<file path="src/rtl/ksstep_pkg.sv">
// Package ksstep_pkg
// Shared widths, field constants and GF(2^8) helpers for the SM4
// key-schedule byte step. Assumes 8-bit bytes and a word that is a whole
// number of bytes.
package ksstep_pkg;
    localparam int WORD_W = 32;
    localparam int BYTE_W = 8;
    localparam int LANES  = WORD_W / BYTE_W;
    localparam int SEL_W  = $clog2(LANES);
    localparam int ROT_A  = 13;
    localparam int ROT_B  = 23;

    // Field polynomial x^8+x^7+x^6+x^5+x^4+x^2+1 without its top term
    localparam logic [7:0] POLY_LOW  = 8'hF5;
    // First row of the circulant affine matrix, and the affine constant
    localparam logic [7:0] AFF_ROW   = 8'hE5;
    localparam logic [7:0] AFF_CONST = 8'hD3;

    // Multiply two field elements modulo the SM4 field polynomial
    function automatic logic [7:0] gf_mul(input logic [7:0] a, input logic [7:0] b);
        logic [7:0] acc;
        logic [7:0] sh;
        acc = 8'h00;
        sh  = a;
        for (int i = 0; i < 8; i++) begin
            if (b[i]) acc = acc ^ sh;
            sh = sh[7] ? ((sh << 1) ^ POLY_LOW) : (sh << 1);
        end
        return acc;
    endfunction

    // Field inverse as a^254; zero maps to zero
    function automatic logic [7:0] gf_inv(input logic [7:0] a);
        logic [7:0] sq;
        logic [7:0] r;
        sq = a;
        r  = 8'h01;
        for (int i = 1; i < 8; i++) begin
            sq = gf_mul(sq, sq);
            r  = gf_mul(r, sq);
        end
        return r;
    endfunction

    // Rotate a byte right by n
    function automatic logic [7:0] ror8(input logic [7:0] v, input int n);
        logic [15:0] dbl;
        dbl = {v, v} >> n;
        return dbl[7:0];
    endfunction

    // Affine map: sum of circulant rows picked by input bits (MSB first), plus constant
    function automatic logic [7:0] affine(input logic [7:0] v);
        logic [7:0] y;
        y = 8'h00;
        for (int j = 0; j < 8; j++) begin
            if (v[7-j]) y = y ^ ror8(AFF_ROW, j);
        end
        return y ^ AFF_CONST;
    endfunction
endpackage

</file>
<file path="src/rtl/ksstep_sbox.sv">
// Module ksstep_sbox
// Combinational SM4 S-box computed as affine(inverse(affine(x))) in GF(2^8).
// It holds no table, so every input passes through the same logic depth.
module ksstep_sbox
    import ksstep_pkg::*;
(
    input  logic [7:0] din,
    output logic [7:0] dout
);
    logic [7:0] pre_map;
    logic [7:0] inv_val;

    // Input affine, field inverse, output affine
    always_comb begin
        pre_map = affine(din);
        inv_val = gf_inv(pre_map);
        dout    = affine(inv_val);
    end
endmodule

</file>
<file path="src/rtl/ksstep_mix.sv">
// Module ksstep_mix
// Zero-extends a substituted byte and applies the key-schedule linear
// layer b ^ rotl(b,RA) ^ rotl(b,RB). Assumes 0 < RA, RB < W.
module ksstep_mix #(
    parameter int W  = 32,
    parameter int BW = 8,
    parameter int RA = 13,
    parameter int RB = 23
) (
    input  logic [BW-1:0] b_in,
    output logic [W-1:0]  c_out
);
    logic [W-1:0] b_ext;
    logic [W-1:0] rot_a;
    logic [W-1:0] rot_b;

    // Zero extension and fixed rotations (wiring only)
    always_comb begin
        b_ext = {{(W-BW){1'b0}}, b_in};
        rot_a = (b_ext << RA) | (b_ext >> (W - RA));
        rot_b = (b_ext << RB) | (b_ext >> (W - RB));
        c_out = b_ext ^ rot_a ^ rot_b;
    end
endmodule

</file>
<file path="src/rtl/ksstep_lane_rot.sv">
// Module ksstep_lane_rot
// Rotates a word left by whole bytes (sel * BW). Every candidate is built
// in parallel and a flat mux picks one, so the delay does not depend on sel.
module ksstep_lane_rot #(
    parameter int W     = 32,
    parameter int BW    = 8,
    parameter int LN    = W / BW,
    parameter int SW    = $clog2(LN)
) (
    input  logic [W-1:0]  din,
    input  logic [SW-1:0] sel,
    output logic [W-1:0]  dout
);
    logic [W-1:0] cand [LN];

    // One rotated copy per lane position
    for (genvar g = 0; g < LN; g++) begin : g_lane
        if (g == 0) begin : g_zero
            assign cand[g] = din;
        end else begin : g_rot
            assign cand[g] = {din[W-1-g*BW:0], din[W-1:W-g*BW]};
        end
    end

    // Lane mux
    always_comb begin
        dout = cand[sel];
    end
endmodule

</file>
<file path="src/rtl/keysched_byte_step.sv">
// Module keysched_byte_step
// One byte step of the SM4 key-schedule transform:
//   res = acc ^ rotl(L(zext(S(key.byte[sel]))), 8*sel)
// The result is registered; it appears exactly one cycle after req_valid
// and is held until the next request. Synchronous active-low reset.
module keysched_byte_step
    import ksstep_pkg::*;
(
    input  logic              clk,
    input  logic              rst_n,
    input  logic              req_valid,
    input  logic [WORD_W-1:0] acc_in,
    input  logic [WORD_W-1:0] key_in,
    input  logic [SEL_W-1:0]  lane_sel,
    output logic              res_valid,
    output logic [WORD_W-1:0] res_word
);
    logic [BYTE_W-1:0] key_bytes [LANES];
    logic [BYTE_W-1:0] picked;
    logic [BYTE_W-1:0] subst;
    logic [WORD_W-1:0] mixed;
    logic [WORD_W-1:0] placed;

    // Split the key word into byte lanes
    for (genvar g = 0; g < LANES; g++) begin : g_bytes
        assign key_bytes[g] = key_in[g*BYTE_W +: BYTE_W];
    end

    // Byte selection
    always_comb begin
        picked = key_bytes[lane_sel];
    end

    ksstep_sbox u_sbox (
        .din  (picked),
        .dout (subst)
    );

    ksstep_mix #(.W(WORD_W), .BW(BYTE_W), .RA(ROT_A), .RB(ROT_B)) u_mix (
        .b_in  (subst),
        .c_out (mixed)
    );

    ksstep_lane_rot #(.W(WORD_W), .BW(BYTE_W), .LN(LANES), .SW(SEL_W)) u_rot (
        .din  (mixed),
        .sel  (lane_sel),
        .dout (placed)
    );

    // Output register: capture on request, hold otherwise
    always_ff @(posedge clk) begin
        if (!rst_n) begin
            res_valid <= 1'b0;
            res_word  <= '0;
        end else begin
            res_valid <= req_valid;
            if (req_valid) res_word <= acc_in ^ placed;
        end
    end

    // ---------------- assertions ----------------
    logic [WORD_W-1:0] chk_delta;
    logic [2*WORD_W-1:0] chk_dbl;
    logic [WORD_W-1:0] chk_back;
    logic [WORD_W-1:0] prev_acc;
    logic [SEL_W-1:0]  prev_sel;

    // Operands of the previous cycle, kept for the result-form check
    always_ff @(posedge clk) begin
        prev_acc <= acc_in;
        prev_sel <= lane_sel;
    end

    // Undo the lane rotation of the previous request to expose the mixed word
    always_comb begin
        chk_delta = res_word ^ prev_acc;
        chk_dbl   = {chk_delta, chk_delta} >> (32'(prev_sel) * BYTE_W);
        chk_back  = chk_dbl[WORD_W-1:0];
    end

    assert_one_cycle_R5: assert property (@(posedge clk) disable iff (!rst_n)
        req_valid |=> res_valid);

    assert_idle_low_R6: assert property (@(posedge clk) disable iff (!rst_n)
        !req_valid |=> !res_valid);

    assert_hold_word_R6: assert property (@(posedge clk) disable iff (!rst_n)
        !req_valid |=> $stable(res_word));

    // after un-rotation, the three copies of the byte agree and gaps are zero
    assert_mix_form_R3: assert property (@(posedge clk) disable iff (!rst_n)
        (res_valid && $past(rst_n)) |->
            ((chk_back[BYTE_W-1:0] == chk_back[ROT_A +: BYTE_W]) &&
             (chk_back[BYTE_W-1:0] == chk_back[ROT_B +: BYTE_W]) &&
             (chk_back[ROT_A-1:BYTE_W] == '0)));
endmodule

</file>
<file path="config.mk">
export PLATFORM = sky130hd
export DESIGN_NAME = keysched_byte_step
export DESIGN_NICKNAME = d
export VERILOG_FILES = /design/src/rtl/ksstep_pkg.sv /design/src/rtl/ksstep_sbox.sv /design/src/rtl/ksstep_mix.sv /design/src/rtl/ksstep_lane_rot.sv /design/src/rtl/keysched_byte_step.sv
export SDC_FILE = /design/constraint.sdc
export NUM_CORES = 1
export LEC_CHECK = 0
export BUFFER_PORTS_ARGS = -buffer_cell sky130_fd_sc_hd__buf_2
export CAP_MARGIN = 20
export CORE_AREA = 4 4 273 275
export CTS_CLUSTER_SIZE = 12
export DETAILED_ROUTE_END_ITERATION = 8
export DIE_AREA = 0 0 277 279
export PLACE_DENSITY_LB_ADDON = 0.05
export REMOVE_ABC_BUFFERS = 1
export SKIP_LAST_GASP = 1
export SLEW_MARGIN = 20
export SYNTH_ARGS = -nofsm -noshare
export SYNTH_HDL_FRONTEND = slang
export SYNTH_HIERARCHICAL = 1
export SYNTH_SLANG_ARGS = --single-unit
export TNS_END_PERCENT = 50
</file>
<file path="constraint.sdc">
create_clock -name clk -period 49.3 [get_ports clk]
set_clock_uncertainty 0.2 [all_clocks]
set_input_delay 2.465 -clock clk [delete_from_list [all_inputs] [get_ports clk]]
set_output_delay 2.465 -clock clk [all_outputs]
set_load 0.1 [all_outputs]
</file>
==> results of run 1 <==
[worst max-delay path, delay by kind of cell]
family | cells | cell delay, ns
buf+inv | 9 | 3.14
fa+ha+maj | 7 | 2.44
compound gates | 27 | 8.06
simple gates | 16 | 3.43
mux | 5 | 2.05
xor+xnor | 18 | 6.58
[final cells by class]
cell class | count | area share, %
tap | 959 | 5.18
clock buffer | 7 | 0.615
timing repair buffer | 193 | 5.16
sequential | 33 | 2.85
multi-input combinational | 2499 | 85.6
inverter | 36 | 0.594
[cells by family (layout without fill, tap and decap cells)]
logic type | Yosys count | after routing | synth area share, %
AOI/OAI and AO/OA | 644 | 644 | 19.6
xor gates and xnor gates | 863 | 863 | 44.7
adders and majority gates | 12 | 12 | 0.652
buffers and inverters | 255 | 236 | 5.80
DFF | 33 | 33 | 3.07
muxes | 129 | 129 | 8.69
other | 1 | 8 | 0.0174
and+or+nand+nor | 843 | 843 | 17.5
[sequential cells by signal, indices dropped and copies added, names as in the netlist]
register,cells
res_valid,1
res_word,32
[worst paths after layout]
kind,startpoint,endpoint,cells after the start
max,lane_sel[1],res_word[25]$_SDFFE_PN0P_,82
min,res_word[23]$_SDFFE_PN0P_,res_word[23]$_SDFFE_PN0P_,2
max reg2reg,res_word[31]$_SDFFE_PN0P_,res_word[31]$_SDFFE_PN0P_,2
min reg2reg,res_word[23]$_SDFFE_PN0P_,res_word[23]$_SDFFE_PN0P_,2
[cell usage in the layout, fill, tap and decap left out, types with 27 or more instances in the layout]
master	n
inv_1	27
xor2_1	134
nand3_1	76
buf_4	92
o21ai_0	136
o21ai_1	32
a21oi_1	182
mux4_2	43
xnor2_2	61
xnor2_1	542
buf_2	101
nand2_1	240
nor2_1	320
nor3_1	68
mux2i_1	70
dfxtp_1	33
o22ai_1	36
xnor3_1	74
[through the flow]
step,hold WS (ns),instances,utilization (%)
floorplan,0.786,2568,-
global placement,0.308,3720,31.8
detailed placement,0.311,3720,31.8
CTS,0.331,3727,32.0
global route,0.344,3727,32.1
finish,0.331,3727,32.1
[layer usage]
metal / share of wire (%) / global-route usage [%] / vias up
met5: 0 / 0 / -
met3: 2.9 / 0.803 / 46
li1: - / - / 9676
met4: 0.95 / 2.13 / 0
met2: 49 / 34.5 / 426
met1: 47 / 28.1 / 9833
==> summary.txt, run 1 <==
status: finished, final reports clean
Die Width: 277 µm
die height: 279 µm
most common library cells after synthesis: xnor2_1 (567), nor2_1 (320), nand2_1 (240)
DRT Pass-1 Iters: 6
Crit path top cell by count: xnor2_1
vias in the first global route: 19300
clk_lat worst skew: 0.28 ns
clk buf depth: 2
cts bufs inserted: 5
Post-CTS Resized: 0
Ant. Diodes: 0
Post-CTS Hold Buffers: 0
most instantiated library cell after synthesis: xnor2_1
fin nets: 2845
largest net degree at the start of global routing: 66
register clock-pin slew on the reported worst setup and hold paths: 0.05 ns
Pins Over Slew Limit: 0
Area Overhead vs Synth: 7.81%
CP Capture Type: flip-flop
reg2reg setup slack: 48.37 ns
port buffer count: 101
FF+latch count, synth: 33
maxcap violations: 0
Clk Tree Root Cell: clkbuf_16
critical path type: input port to flip-flop
total gr overflow: 0
CTS tree: yes
Fill cells: 7793
total routed wirelength: 79700 µm
sequential area share after synthesis: 3.07%
design area: 0.0232 mm²
placed instance area: 0.0230 mm²
Critical Path Fanout Max: 45
setup TNS: 0 ns
drt wl/cell: 21.4 µm
Critical Path Source Type: input port
FP Rows: 99
drt first-iter violations: 1439
ANT nets after route: 0
initial antenna violation count: 0
core area: 0.0723 mm²
H-tree depth: 2
CP required: 49.21 ns
HPWL Detailed: 59700 µm
CP arrival: 28.27 ns
Post-Place Setup Slack: 20.84 ns
Synth area leaders: xnor2_1 (23%), xnor3_1 (7.7%), nor2_1 (5.6%)
Synth Flop Type: dfxtp_1
multi-input logic area: 0.0198 mm²
top-area cell type share of the netlist area: 23.1%
fin crit share: 57.5%
worst slew margin relative to its limit: 26.7%
Hold Crit Class: flip-flop to flip-flop
worst-margin pin slew: 1.09 ns
asr flop ratio synth: 0%
die area: 0.0773 mm²
Starting Density: 29.7%
maximum clock frequency: 0.0353 GHz
Post-CTS Setup Repair Bufs: 0
yosys synthesis warning count: 6
Post-synth EDFFs: 0
Setup violations, final: 0
layout cells sized above 1: 14.5%
Clock Sinks: 33
Register Area: 661 µm²
min cycle time layout: 28.35 ns
Residual DRC: 0
Via density: 5.36
Final WS setup: 20.95 ns
Post-Syn Instances: 2780
leading area contributor after synthesis: xnor2_1
CP max stage cell: xnor2_1
Critical Path Max Stage Delay: 0.87 ns
vias after detailed routing: 20000
Unique masters post-synth: 115
Synth Area per Inst: 7.74 µm²
first-pass GRT wire length: 123000 µm
IO Pins: 102
RD Place Congestion: 0.859
unrepaired setup endpoints after global routing: no
GRT Total Usage: 19.7%
synthesized area: 0.0215 mm²
Fin. Hold Viols: 0
Power of run 1 is left out: the tool's default activity adds up to more than one toggle a clock period on the data nets, which glitch-free logic cannot reach.
==> inputs of run 2 (changes only) <==
ABC_AREA = 1   (was default)
CORE_AREA = 4 4 274 276   (was 4 4 273 275)
DIE_AREA = 0 0 278 280   (was 0 0 277 279)
clock period = 24.1 ns   (was 49.3 ns; I/O delays follow)
==> run 2 against run 1 <==
Compared with the run above: register-to-register slack got worse by 25 ns; wire length is 3.9% higher; via count up 29%; final area is 1.5% lower; critical path depth up 53; global-route usage up 0.54 points; die area rose by 0.72%; area after synthesis is 0.63% higher; synthesized cell count is 57% higher; hold slack gained 0.018 ns; core utilization decreased by 0.60 points; largest cell class unchanged.
==> summary.txt, run 2 <==
status: finished, final reports clean
RD Place Congestion: 0.885 (+3.1%)
Critical Path Source Type: input port
largest net degree at the start of global routing: 66 (unchanged)
Worst Hold End: res_word[29]$_SDFFE_PN0P_
cts bufs inserted: 5 (unchanged)
Hold Path Origin: res_word[29]$_SDFFE_PN0P_
placed instance area: 0.0227 mm² (-1.5%)
register clock-pin slew on the reported worst setup and hold paths: 0.06 ns (about the same)
grt met2 use: 33.6% (-0.86 points)
Starting Density: 29.8% (+0.085 points)
Fin. Hold Viols: 0 (unchanged)
maximum clock frequency: 0.0473 GHz
design area: 0.0228 mm² (-1.5%)
r2r worst-path depth: 4 (+2)
Die Width: 278 µm (+0.36%)
worst r2r dst: res_word[22]$_SDFFE_PN0P_
H-tree depth: 2 (unchanged)
commonest cells after routing, fill and taps aside: nand2_1 (1791), nand3_1 (750), inv_1 (454)
most flop-heavy register: res_word
critical path type: input port to flip-flop
Post-CTS Setup Repair Bufs: 0 (unchanged)
worst slew margin relative to its limit: 40.2% (+14 points)
GRT Total Usage: 20.3% (+0.54 points)
max FFs per register: 32 (unchanged)
most instantiated library cell after synthesis: nand2_1
first-pass GRT wire length: 130000 µm (+6.1%)
drt first-iter violations: 2020 (+40%)
total routed wirelength: 82800 µm (+3.9%)
top-area cell type share of the netlist area: 31.1% (+8.0 points)
CP max stage cell: a21boi_2
Residual DRC: 0 (unchanged)
Post-CTS Resized: 0 (unchanged)
die height: 280 µm (+0.36%)
DRT Pass-1 Iters: 6 (unchanged)
worst-margin pin slew: 0.894 ns (-0.198 ns)
Clock Sinks: 33 (unchanged)
CTS tree: yes
Post-Syn Instances: 4370 (+57%)
most common library cells after synthesis: nand2_1 (1791), nand3_1 (750), inv_1 (454)
vias in the first global route: 23200 (+20%)
Critical Path Max Stage Delay: 0.53 ns (-0.34 ns)
fin crit share: 87.8%
vias after detailed routing: 25800 (+29%)
asr flop ratio synth: 0% (unchanged)
Hold Slack: 0.349 ns (+0.0181 ns)
met1 Use GR: 29.6% (+1.5 points)
met3 Track Usage GR: 1.45% (+0.65 points)
min cycle time layout: 21.16 ns
FF+latch count, synth: 33 (unchanged)
top flop regs: res_word x32, res_valid x1
Unique masters post-synth: 52 (-55%)
clk_lat worst skew: 0.28 ns (about the same)
clk buf depth: 2 (unchanged)
Hold Crit Class: flip-flop to flip-flop
Post-synth EDFFs: 0 (unchanged)
Post-CTS Hold Buffers: 0 (unchanged)
synthesized area: 0.0216 mm² (+0.63%)
ANT nets after route: 0 (unchanged)
gr busiest metal: met2
commonest non-fill, non-tap cell in the layout: nand2_1
critical path's top delay family: simple AND/OR/NAND/NOR gates
Clk Tree Root Cell: clkbuf_16
Cells on Worst Hold Path: 4 (+2)
FP Rows: 99 (unchanged)
port buffer count: 101 (unchanged)
initial antenna violation count: 2 (+2)
die area: 0.0778 mm² (+0.72%)
CP Capture Type: flip-flop
setup TNS: 0 ns (unchanged)
reg2reg setup slack: 23.07 ns (-25.30 ns)
leading area contributor after synthesis: nand2_1
Critical Path Fanout Max: 36 (-20%)
CP arrival: 21.15 ns (-7.12 ns)
Synth Area per Inst: 4.95 µm² (-36%)
unrepaired setup endpoints after global routing: no
maxcap violations: 0 (unchanged)
final core occ: 31.5% (-0.60 points)
CP Buf/Inv Count: 18 (+9)
HPWL Detailed: 67100 µm (+12%)
Crit path top cell by count: nand2_1
Synth area leaders: nand2_1 (31%), nand3_1 (17%), inv_1 (7.9%)
yosys synthesis warning count: 6 (unchanged)
sequential area share after synthesis: 3.05% (-0.019 points)
IO Pins: 102 (unchanged)
drt wl/cell: 15.5 µm (-27%)
worst r2r src: res_word[22]$_SDFFE_PN0P_
total gr overflow: 0 (unchanged)
core area: 0.0726 mm² (+0.34%)
Pins Over Slew Limit: 0 (unchanged)
Area Overhead vs Synth: 5.49%
Via density: 4.84 (-9.6%)
fin nets: 4451 (+56%)
Synth Flop Type: dfxtp_1
CP required: 24.09 ns (-25.12 ns)
layout cells sized above 1: 10.7% (-3.8 points)
Setup violations, final: 0 (unchanged)
-- run 2: changes by cell type in the layout (fill, tap and decap cells not counted), moves of 66 or more --
cell / delta
mux2i_1: -69
nand2_1: +1551
nand3_1: +674
inv_1: +427
inv_2: +78
xnor3_1: -70
nand2_2: +125
a21oi_1: -153
xnor2_1: -479
nand3b_1: +76
o21ai_0: -99
nor3_1: -66
-- run 2: per-stage QoR --
step           worst slack [ns]  cells
6_report                   2.94   5336
5_1_grt                   0.364   5335
4_1_cts                    2.98   5334
3_5_place_dp               2.73   5326
3_3_place_gp               2.49   5326
2_1_floorplan              7.24   4232
-- run 2: area by class of cell --
class / count / area, µm²
multi-input cells: 3653 / 18000
fillers: 8608 / 49800
inverters: 546 / 2060
clock inverters: 3 / 17.5
clock buffers: 5 / 125
flip-flops and latches: 33 / 661
well taps: 959 / 1200
diodes: 2 / 5.00
repair buffers: 135 / 761
-- run 2: worst min-delay path, delay by kind of cell (launching register included) --
family / cells / cell delay (ns)
buffers and inverters: 1 / 0.03
and+or+nand+nor: 3 / 0.18
DFF: 1 / 0.30
-- run 2: kinds of logic after synthesis --
group | share of synthesized area (%)
flip-flops | 3.05
XOR/XNOR | 12.8
other | 0.0173
AO/OA/AOI/OAI | 2.79
AND/OR/NAND/NOR | 66.9
adder cells (fa/ha/maj) | 0.463
buffers and inverters | 13.9
multiplexers | 0.0463
-- run 2: routing by layer --
metal / vias to the layer above / wire length, µm
met5: - / 0
met4: 0 / 975
met3: 58 / 3390
met2: 495 / 37300
met1: 11700 / 41100
li1: 13600 / -
-- run 2: how the worst max path moves through the flow --
stage	from	cells after the start	slack [ns]	end
floorplan	lane_sel[1]	118	7.24	res_word[25]$_SDFFE_PN0P_
CTS	lane_sel[0]	134	2.98	res_word[12]$_SDFFE_PN0P_
finish	lane_sel[0]	135	2.94	res_word[14]$_SDFFE_PN0P_
global placement	lane_sel[0]	131	2.49	res_word[28]$_SDFFE_PN0P_
global route	lane_sel[0]	138	0.36	res_word[28]$_SDFFE_PN0P_
detailed placement	lane_sel[0]	134	2.73	res_word[12]$_SDFFE_PN0P_
Power of run 2 is left out for the same reason.
==> inputs of run 3 (changes only) <==
clock period = 23.6 ns   (was 24.1 ns; I/O delays follow)
==> run 3 against run 2 <==
Compared with the run above: final area is 0.33% higher; via count is 0.37% lower; clock-buffer cell count stayed put; register-to-register slack worse by 0.49 ns; highest routed layer unchanged.
==> summary.txt, run 3 (same netlist as run 2, synthesis figures left out) <==
FP Rows: 99 (unchanged)
Hold Path Origin: res_word[13]$_SDFFE_PN0P_
worst slew margin relative to its limit: 31.8% (-8.4 points)
Cells on Worst Hold Path: 4 (unchanged)
clk_lat worst skew: 0.29 ns (about the same)
commonest non-fill, non-tap cell in the layout: nand2_1
CTS tree: yes
first-pass GRT wire length: 130000 µm (+0.22%)
top sig layer: met4
Post-CTS Hold Buffers: 0 (unchanged)
H-tree depth: 2 (unchanged)
GRT Total Usage: 20.3% (about the same)
Pins Over Slew Limit: 0 (unchanged)
IO Pins: 102 (unchanged)
most flop-heavy register: res_word
clk buf depth: 2 (unchanged)
Hold Crit Class: flip-flop to flip-flop
vias in the first global route: 23400 (+0.97%)
reg2reg setup slack: 22.58 ns (-0.49 ns)
Critical Path Max Stage Delay: 0.82 ns (+0.29 ns)
Critical Path Fanout Max: 36 (unchanged)
critical path's top delay family: simple AND/OR/NAND/NOR gates
CP Buf/Inv Count: 17 (-1)
drt wl/cell: 15.4 µm (-0.76%)
fin crit share: 86.6%
Setup violations, final: 0 (unchanged)
Post-CTS Setup Repair Bufs: 0 (unchanged)
ANT nets after route: 0 (unchanged)
maximum clock frequency: 0.0489 GHz
largest net degree at the start of global routing: 66 (unchanged)
RD Place Congestion: 0.895 (+1.1%)
total gr overflow: 0 (unchanged)
DRT Pass-1 Iters: 6 (unchanged)
CP max stage cell: xor2_1
top flop regs: res_word x32, res_valid x1
core area: 0.0726 mm² (unchanged)
Crit path top cell by count: nand2_1
unrepaired setup endpoints after global routing: no
fin nets: 4461 (+0.22%)
Worst Hold End: res_word[13]$_SDFFE_PN0P_
port buffer count: 101 (unchanged)
register clock-pin slew on the reported worst setup and hold paths: 0.06 ns (about the same)
layout cells sized above 1: 10.9% (+0.20 points)
DRT met1 WL: 40700 µm (-1.1%)
die area: 0.0778 mm² (unchanged)
Residual DRC: 0 (unchanged)
CP required: 23.59 ns (-0.50 ns)
cts bufs inserted: 5 (unchanged)
Die Width: 278 µm (unchanged)
Starting Density: 29.8% (unchanged)
vias after detailed routing: 25800 (-0.37%)
Clock Sinks: 33 (unchanged)
initial antenna violation count: 2 (unchanged)
status: finished, final reports clean
Critical Path Source Type: input port
HPWL Detailed: 66400 µm (-1.0%)
Area Overhead vs Synth: 5.84%
Via density: 4.82 (-0.55%)
r2r worst-path depth: 4 (unchanged)
CP Capture Type: flip-flop
drt first-iter violations: 1917 (-5.1%)
worst r2r dst: res_word[22]$_SDFFE_PN0P_
routed wl met3: 3240 µm (-4.5%)
worst r2r src: res_word[22]$_SDFFE_PN0P_
CP arrival: 20.43 ns (-0.72 ns)
Fill cells: 8539 (-0.80%)
wire length on met2: 37200 µm (-0.26%)
maxcap violations: 0 (unchanged)
critical path type: input port to flip-flop
commonest cells after routing, fill and taps aside: nand2_1 (1791), nand3_1 (750), inv_1 (454)
worst-margin pin slew: 1.02 ns (+0.126 ns)
total routed wirelength: 82300 µm (-0.58%)
die height: 280 µm (unchanged)
max FFs per register: 32 (unchanged)
setup TNS: 0 ns (unchanged)
Clk Tree Root Cell: clkbuf_16
Post-CTS Resized: 0 (unchanged)
Fin. Hold Viols: 0 (unchanged)
min cycle time layout: 20.44 ns
[run 3: cell types whose count changed in the layout (fill, tap and decap cells not counted), sizes merged]
| cell | previous run | this run |
|---|---|---|
| buf | 135 | 145 |
[run 3: per-stage QoR]
| step | setup slack, ns | std cells | utilization (%) | instance area [µm²] | hold WS, ns |
|---|---|---|---|---|---|
| 3_3_place_gp | 2.61 | 5336 | 31.4 | 22800 | 0.344 |
| 4_1_cts | 3.21 | 5344 | 31.5 | 22900 | 0.353 |
| 3_5_place_dp | 2.94 | 5336 | 31.4 | 22800 | 0.339 |
| 6_report | 3.16 | 5346 | 31.6 | 22900 | 0.350 |
| 5_1_grt | 0.903 | 5344 | 31.5 | 22900 | 0.390 |
| 2_1_floorplan | 6.77 | 4232 | - | 20700 | 0.783 |
[run 3: worst max path at each step]
stage / startpoint / endpoint / slack [ns] / cells past startpoint
after global routing: lane_sel[0] / res_word[16]$_SDFFE_PN0P_ / 0.90 / 137
after detailed placement: lane_sel[0] / res_word[24]$_SDFFE_PN0P_ / 2.94 / 133
after CTS: lane_sel[0] / res_word[24]$_SDFFE_PN0P_ / 3.21 / 135
final: lane_sel[0] / res_word[7]$_SDFFE_PN0P_ / 3.16 / 131
after floorplan: lane_sel[1] / res_word[25]$_SDFFE_PN0P_ / 6.77 / 118
after global placement: lane_sel[0] / res_word[6]$_SDFFE_PN0P_ / 2.61 / 132
[run 3: layer usage]
layer | global-route usage (%) | vias up
met5 | 0 | -
met4 | 3.20 | 0
met3 | 1.20 | 72
met2 | 33.8 | 549
met1 | 29.4 | 11500
li1 | - | 13600
[run 3: cell type report]
cell class	instances	area [µm²]	area share, %
Multi-Input combinational cell	3653	18000	78.6
Inverter	546	2060	8.99
Tap cell	959	1200	5.24
Timing Repair Buffer	145	836	3.65
Sequential cell	33	661	2.88
Clock buffer	5	125	0.546
Clock inverter	3	17.5	0.0765
Antenna cell	2	5.00	0.0219
[run 3: worst reg2reg max path: cells and delay by family (launching register included)]
kind	cells	cell delay, ns
flip-flops	1	0.50
AND/OR/NAND/NOR	3	0.24
buffers and inverters	1	0.04
Power of run 3 is left out for the same reason.
